===== src/rtl/irq_ctrl_pkg.sv =====
package irq_ctrl_pkg;
    localparam int BANK_W = 8;
    localparam int IDX_W  = $clog2(BANK_W);
    localparam int VEC_W  = 5;
    localparam int DMA_SRC = 6;

    localparam logic [VEC_W-1:0] LOW_BASE  = 5'd0;
    localparam logic [VEC_W-1:0] HIGH_BASE = 5'd8;
    localparam logic [VEC_W-1:0] DMA_BASE  = 5'd16;

    // slot k at [k*3 +: 3], slot 0 wins first
    localparam logic [BANK_W*IDX_W-1:0] HIGH_ORDER =
        {3'd4, 3'd1, 3'd0, 3'd6, 3'd7, 3'd5, 3'd3, 3'd2};
    localparam logic [BANK_W*IDX_W-1:0] DMA_ORDER =
        {3'd4, 3'd6, 3'd7, 3'd5, 3'd3, 3'd2, 3'd1, 3'd0};
    localparam logic [BANK_W*IDX_W-1:0] LOW_ORDER =
        {3'd4, 3'd1, 3'd0, 3'd2, 3'd6, 3'd3, 3'd5, 3'd7};

    typedef enum logic [1:0] {
        BK_NONE = 2'd0,
        BK_LOW  = 2'd1,
        BK_HIGH = 2'd2,
        BK_DMA  = 2'd3
    } bank_sel_e;

    typedef enum logic [1:0] {
        OFF_STAT = 2'd0,
        OFF_REQ  = 2'd1,
        OFF_MASK = 2'd2,
        OFF_NONE = 2'd3
    } reg_off_e;
endpackage


===== src/rtl/irq_bank.sv =====
module irq_bank #(
    parameter int W      = 8,
    parameter int NSRC   = 8,
    parameter bit STICKY = 1'b0
) (
    input  logic            clk,
    input  logic            rst_n,
    input  logic [NSRC-1:0] src,
    input  logic            mask_we,
    input  logic            clr_we,
    input  logic [W-1:0]    wdata,
    output logic [W-1:0]    stat,
    output logic [W-1:0]    mask,
    output logic [W-1:0]    req
);
    logic [W-1:0] src_w;
    logic [W-1:0] clr_bits;

    always_comb begin
        src_w = '0;
        src_w[NSRC-1:0] = src;
    end

    assign clr_bits = clr_we ? wdata : '0;

    always_ff @(posedge clk) begin
        if (!rst_n) mask <= '0;
        else if (mask_we) mask <= wdata;
    end

    generate
        if (STICKY) begin : g_latch
            logic [W-1:0] stat_q;
            always_ff @(posedge clk) begin
                if (!rst_n) stat_q <= '0;
                else stat_q <= (stat_q & ~clr_bits) | src_w;
            end
            assign stat = stat_q;


            sticky_hold_chk: assert property (@(posedge clk) disable iff (!rst_n)
                (clr_bits == '0) |=> ((stat_q & $past(stat_q)) == $past(stat_q)));

            set_wins_chk: assert property (@(posedge clk) disable iff (!rst_n)
                (src_w != '0) |=> ((stat_q & $past(src_w)) == $past(src_w)));
        end else begin : g_level
            assign stat = src_w;
        end
    endgenerate

    assign req = stat & mask;


    mask_reset_chk: assert property (@(posedge clk) !rst_n |=> (mask == '0));
endmodule


===== src/rtl/irq_prio_pick.sv =====
module irq_prio_pick #(
    parameter int W  = 8,
    parameter int IW = 3,
    parameter logic [W*IW-1:0] ORDER = '0
) (
    input  logic [W-1:0]  req,
    output logic          hit,
    output logic [IW-1:0] idx
);
    always_comb begin
        hit = 1'b0;
        idx = '0;
        for (int k = W - 1; k >= 0; k--) begin
            if (req[ORDER[k*IW +: IW]]) begin
                hit = 1'b1;
                idx = ORDER[k*IW +: IW];
            end
        end
    end
endmodule


===== src/rtl/banked_irq_ctrl.sv =====
module banked_irq_ctrl
    import irq_ctrl_pkg::*;
(
    input  logic                clk,
    input  logic                rst_n,
    input  logic [BANK_W-1:0]   src_low,
    input  logic [BANK_W-1:0]   src_high,
    input  logic [DMA_SRC-1:0]  src_dma,
    input  logic [5:0]          reg_addr,
    input  logic                reg_wr,
    input  logic [BANK_W-1:0]   reg_wdata,
    output logic [BANK_W-1:0]   reg_rdata,
    output logic                irq_valid,
    output logic [VEC_W-1:0]    irq_vector
);
    bank_sel_e bsel;
    reg_off_e  roff;

    logic [BANK_W-1:0] l_stat, l_mask, l_req;
    logic [BANK_W-1:0] h_stat, h_mask, h_req;
    logic [BANK_W-1:0] d_stat, d_mask, d_req;
    logic              l_hit, h_hit, d_hit;
    logic [IDX_W-1:0]  l_idx, h_idx, d_idx;
    logic              valid_d;
    logic [VEC_W-1:0]  vec_d;

    assign bsel = bank_sel_e'(reg_addr[5:4]);

    always_comb begin
        roff = OFF_NONE;
        if (reg_addr[1:0] == 2'b00) begin
            unique case (reg_addr[3:2])
                2'd0:    roff = OFF_STAT;
                2'd1:    roff = OFF_REQ;
                2'd2:    roff = OFF_MASK;
                default: roff = OFF_NONE;
            endcase
        end
    end

    irq_bank #(.W(BANK_W), .NSRC(BANK_W), .STICKY(1'b1)) u_low (
        .clk(clk), .rst_n(rst_n), .src(src_low),
        .mask_we(reg_wr && bsel == BK_LOW && roff == OFF_MASK),
        .clr_we (reg_wr && bsel == BK_LOW && roff == OFF_REQ),
        .wdata(reg_wdata), .stat(l_stat), .mask(l_mask), .req(l_req));

    irq_bank #(.W(BANK_W), .NSRC(BANK_W), .STICKY(1'b0)) u_high (
        .clk(clk), .rst_n(rst_n), .src(src_high),
        .mask_we(reg_wr && bsel == BK_HIGH && roff == OFF_MASK),
        .clr_we (reg_wr && bsel == BK_HIGH && roff == OFF_REQ),
        .wdata(reg_wdata), .stat(h_stat), .mask(h_mask), .req(h_req));

    irq_bank #(.W(BANK_W), .NSRC(DMA_SRC), .STICKY(1'b0)) u_dma (
        .clk(clk), .rst_n(rst_n), .src(src_dma),
        .mask_we(reg_wr && bsel == BK_DMA && roff == OFF_MASK),
        .clr_we (reg_wr && bsel == BK_DMA && roff == OFF_REQ),
        .wdata(reg_wdata), .stat(d_stat), .mask(d_mask), .req(d_req));

    irq_prio_pick #(.W(BANK_W), .IW(IDX_W), .ORDER(LOW_ORDER))  u_pick_low  (.req(l_req), .hit(l_hit), .idx(l_idx));
    irq_prio_pick #(.W(BANK_W), .IW(IDX_W), .ORDER(HIGH_ORDER)) u_pick_high (.req(h_req), .hit(h_hit), .idx(h_idx));
    irq_prio_pick #(.W(BANK_W), .IW(IDX_W), .ORDER(DMA_ORDER))  u_pick_dma  (.req(d_req), .hit(d_hit), .idx(d_idx));

    // read mux
    always_comb begin
        reg_rdata = '0;
        unique case (bsel)
            BK_LOW:  reg_rdata = (roff == OFF_STAT) ? l_stat : (roff == OFF_REQ) ? l_req :
                                 (roff == OFF_MASK) ? l_mask : '0;
            BK_HIGH: reg_rdata = (roff == OFF_STAT) ? h_stat : (roff == OFF_REQ) ? h_req :
                                 (roff == OFF_MASK) ? h_mask : '0;
            BK_DMA:  reg_rdata = (roff == OFF_STAT) ? d_stat : (roff == OFF_REQ) ? d_req :
                                 (roff == OFF_MASK) ? d_mask : '0;
            default: reg_rdata = '0;
        endcase
    end

    // cross-bank resolution
    always_comb begin
        valid_d = 1'b1;
        vec_d   = '0;
        if (h_hit)      vec_d = HIGH_BASE + VEC_W'(h_idx);
        else if (d_hit) vec_d = DMA_BASE  + VEC_W'(d_idx);
        else if (l_hit) vec_d = LOW_BASE  + VEC_W'(l_idx);
        else            valid_d = 1'b0;
    end

    always_ff @(posedge clk) begin
        if (!rst_n) begin
            irq_valid  <= 1'b0;
            irq_vector <= '0;
        end else begin
            irq_valid  <= valid_d;
            irq_vector <= vec_d;
        end
    end


    pick_high_chk: assert property (@(posedge clk) disable iff (!rst_n)
        h_hit |-> h_req[h_idx]);

    pick_dma_chk: assert property (@(posedge clk) disable iff (!rst_n)
        d_hit |-> (d_req[d_idx] && d_idx < 3'd6));

    pick_low_chk: assert property (@(posedge clk) disable iff (!rst_n)
        l_hit |-> l_req[l_idx]);

    high_first_chk: assert property (@(posedge clk) disable iff (!rst_n)
        (h_req != '0) |=> (irq_valid && irq_vector[4:3] == 2'b01));

    dma_second_chk: assert property (@(posedge clk) disable iff (!rst_n)
        (h_req == '0 && d_req != '0) |=> (irq_valid && irq_vector[4:3] == 2'b10));

    idle_zero_chk: assert property (@(posedge clk) disable iff (!rst_n)
        !irq_valid |-> (irq_vector == '0));
endmodule


===== config.mk =====
export PLATFORM = sky130hd
export DESIGN_NAME = banked_irq_ctrl
export DESIGN_NICKNAME = d
export VERILOG_FILES = /design/src/rtl/irq_ctrl_pkg.sv /design/src/rtl/irq_bank.sv /design/src/rtl/irq_prio_pick.sv /design/src/rtl/banked_irq_ctrl.sv
export SDC_FILE = /design/constraint.sdc
export NUM_CORES = 1
export LEC_CHECK = 0
export BUFFER_PORTS_ARGS = -buffer_cell sky130_fd_sc_hd__buf_4
export CORE_MARGIN = 2
export CORE_UTILIZATION = 53
export CTS_CLUSTER_DIAMETER = 50
export DETAILED_ROUTE_END_ITERATION = 10
export PLACE_DENSITY = 0.79
export SLEW_MARGIN = 10
export SYNTH_ARGS = -nofsm -noshare
export SYNTH_HDL_FRONTEND = slang
export SYNTH_SLANG_ARGS = --single-unit

===== constraint.sdc =====
create_clock -name clk -period 1.8 [get_ports clk]
set_input_delay 0.09 -clock clk [delete_from_list [all_inputs] [get_ports clk]]
set_output_delay 0.09 -clock clk [all_outputs]
set_load 0.05 [all_outputs]

==> flow_summary.yaml <==
logic_synthesis:
  ys_warn_count: 0
  synth_top_family_by_area: "compound AO/OA/AOI/OAI gates"
  synthFlopType: "dfxtp_1"
  synth_edf_count: 0
  yosys.area.top_type_share: 0.345
  synth_area_um2: 2200
  syn-instance-count: 269
  synth_nets: 308
  syn_area_per_cell_um2: 8.19
  synth-simple-area-share: 0.165
  yosys.area.top_type: "dfxtp_1"
  synth_cell_types: 39
  synth_mux_area_frac: 0.109
  synth.area.top_cells: "dfxtp_1 35%, mux2i_1 11%, o21ai_0 6.1%"
  synth_fa_ha_area_frac: 0
  synth_xor_area_frac: 0
  yosysSeqAreaShare: 0.345
  synth-compound-area-share: 0.316
  synth_seq_cells: 38
  synthArstFlopShare: 0
sta:
  drv_slew: 0
  post-route-period-util: 0.972
  rsz0062_at_grt: "yes"
  worst_slew_pin_slew_ns: 0.521
  fin_ws_ns: 0.0498
  hold_viol: 0
  min_period_ns: 1.75
  clock.fmax_mhz: 571
  holdWs_ns: 0.00527
  fin_skew_ns: 0.00470
  slew_headroom: 0.652
  setup_viol: 0
min_path:
  min-delay-start: "src_low[7]"
  holdPathEnd: "u_low.stat[7]"
  hold_path_depth: 2
  hold_class: "in2reg"
worst_setup_path:
  cp_data_required_time_ns: 1.71
  max_stage_delay_ns: 0.41
  start_kind: "flop"
  crit_chain: "inv_1 -> o21ai_0 -> a221oi_1 -> a211o_1 -> o21ai_0 -> buf_4"
  critPathMostFrequentCell: "o21ai_0"
  critPathMaxFanout: 5
  critPathKind: "reg2out"
  cp_num_buf_inv: 2
  setup.worst_path.start: "u_low.stat[4]"
  crit_family: "compound AO/OA/AOI/OAI gates"
  end_kind: "output port"
  r2r_setup_slack_ns: 0.23
  worstPathArrival_ns: 1.66
  reg2reg_depth: 5
  slowest_stage: "dfxtp_1"
  timing.rr.end: "irq_vector[0]"
  worstReg2RegStart: "u_dma.mask[3]"
clocking:
  cts_tree: "built"
  cts.clk_slew.worst_paths_ns: 0.07
  cts_num_sinks: 38
  clock-root-buffer: "clkbuf_8"
  cts_made_buffers: 5
  insertion_delay_ns: 0.29
  cts-htree-levels: 2
  clock_path_buffers: 2
  cts_setup_buffers: 0
  holdBufCountCts: 0
final_layout:
  insertedDiodeCount: 0
  final_cell_mix: "56 x buf_4, 35 x dfxtp_1, 26 x o21ai_0"
  regArea_um2: 769
  drive_gt1_frac: 0.252
  nets: 360
  fillers: 331
  multi_input_area_um2: 1330
  layout_commonest_cell: "buf_4"
  syn_to_final_growth_pct: 28.4
  design_area_um2: 2830
drt:
  vias: 2283
  drc_errors: 0
  post_drt_wl_per_cell_um: 17.0
  drtIter0Drc: 168
  ant_nets: 0
  vias_per_cell: 6.14
  finalWirelength_um: 6330
  firstDrtPassIters: 5
global_route:
  grt_max_degree: 27
  grt_pass1_wl_um: 10100
  gr-total-overflow: 0
  antenna_found_initial: 0
  grt.total_usage: 0.297
  grt_pass1_vias: 2086
floorplanning:
  dieHeight_um: 68.5
  die_w_um: 68.5
  start_util: 0.551
  coreArea_um2: 4000
  dieArea_um2: 4690
  pin_count: 53
  rows: 23
place:
  dp_hpwl_um: 4640
  gp_congestion: 0.890
  place_area_um2: 2670
  numPortBuffers: 52
  dpl_worst_slack_ns: 0.199
run_status:
  status: "finished clean"
power:
  ir_worst_vdd_mv: 0.534
  powerDensity_nw_per_um2: 730
  p_total_w: 0.00206
  leakage_nw: 1.26
run:
  max_cap_violations: 0
## state kept, by name, summed over array words and instances, names as in the netlist
signal and flops:
u_low.stat 8, irq_vector 5, u_low.mask 8, u_dma.mask 8, u_high.mask 8, irq_valid 1
## cell type report
| class | count | share of cell area |
|---|---|---|
| multi-input cells | 196 | 0.469 |
| flip-flops and latches | 38 | 0.272 |
| inverters | 22 | 0.0292 |
| clock inverters | 2 | 0.0212 |
| well taps | 50 | 0.0221 |
| clock buffers | 6 | 0.0292 |
| repair buffers | 58 | 0.157 |
## layer usage
layer	global-route usage	part of all wire
met5	0	0
met4	0.103	0.026
met3	0.0724	0.077
met2	0.465	0.45
met1	0.397	0.44
## worst max-delay path by stage
stage                   end  depth (start not counted)
6_report       reg_rdata[4]                          6
5_1_grt        reg_rdata[6]                          6
4_1_cts        reg_rdata[6]                          6
3_5_place_dp   reg_rdata[0]                          7
3_3_place_gp   reg_rdata[3]                          7
2_1_floorplan  reg_rdata[0]                          4
## power by group
group	total (W)	switching, W	leakage (nW)	internal (W)
clock network	0.000892	0.000301	0.0714	0.000591
registers	0.000875	0.0000179	0.310	0.000857
logic	0.000296	0.000169	0.879	0.000128
## cells in the mapped netlist, types with 2 or more instances
cell and instances:
a2111oi_2 2, a211o_1 6, a21boi_0 7, a21oi_1 7, a221oi_1 7, a22o_1 5
a22oi_1 17, a31oi_1 4, a41oi_1 2, and4_1 2, buf_1 2, buf_2 3
clkbuf_1 7, dfxtp_1 38, inv_1 21, mux2i_1 24, nand2_1 20, nand2b_1 2
nand3_1 10, nand4_1 2, nand4_2 2, nor2_1 25, nor2_2 2, nor2b_1 3
o21a_1 8, o21ai_0 27, o21ai_1 2
## per-stage QoR
step	TNS, ns	utilization	cells
2_1_floorplan	-0.860	-	269
3_3_place_gp	0	0.666	364
3_5_place_dp	0	0.666	364
4_1_cts	0	0.704	372
5_1_grt	-0.00913	0.707	372
6_report	0	0.707	372
## cell families after synthesis
family                 count (synthesis)
AOI/OAI and AO/OA                     99
buffers and inverters                 35
DFF                                   38
muxes                                 24
and+or+nand+nor                       73
## timing repair
action,4_1_cts,5_1_grt
gates resized for setup,4,5
pin swaps,1,1
endpoints found under the setup margin,2,3
Power figures use the tool's default switching activity.
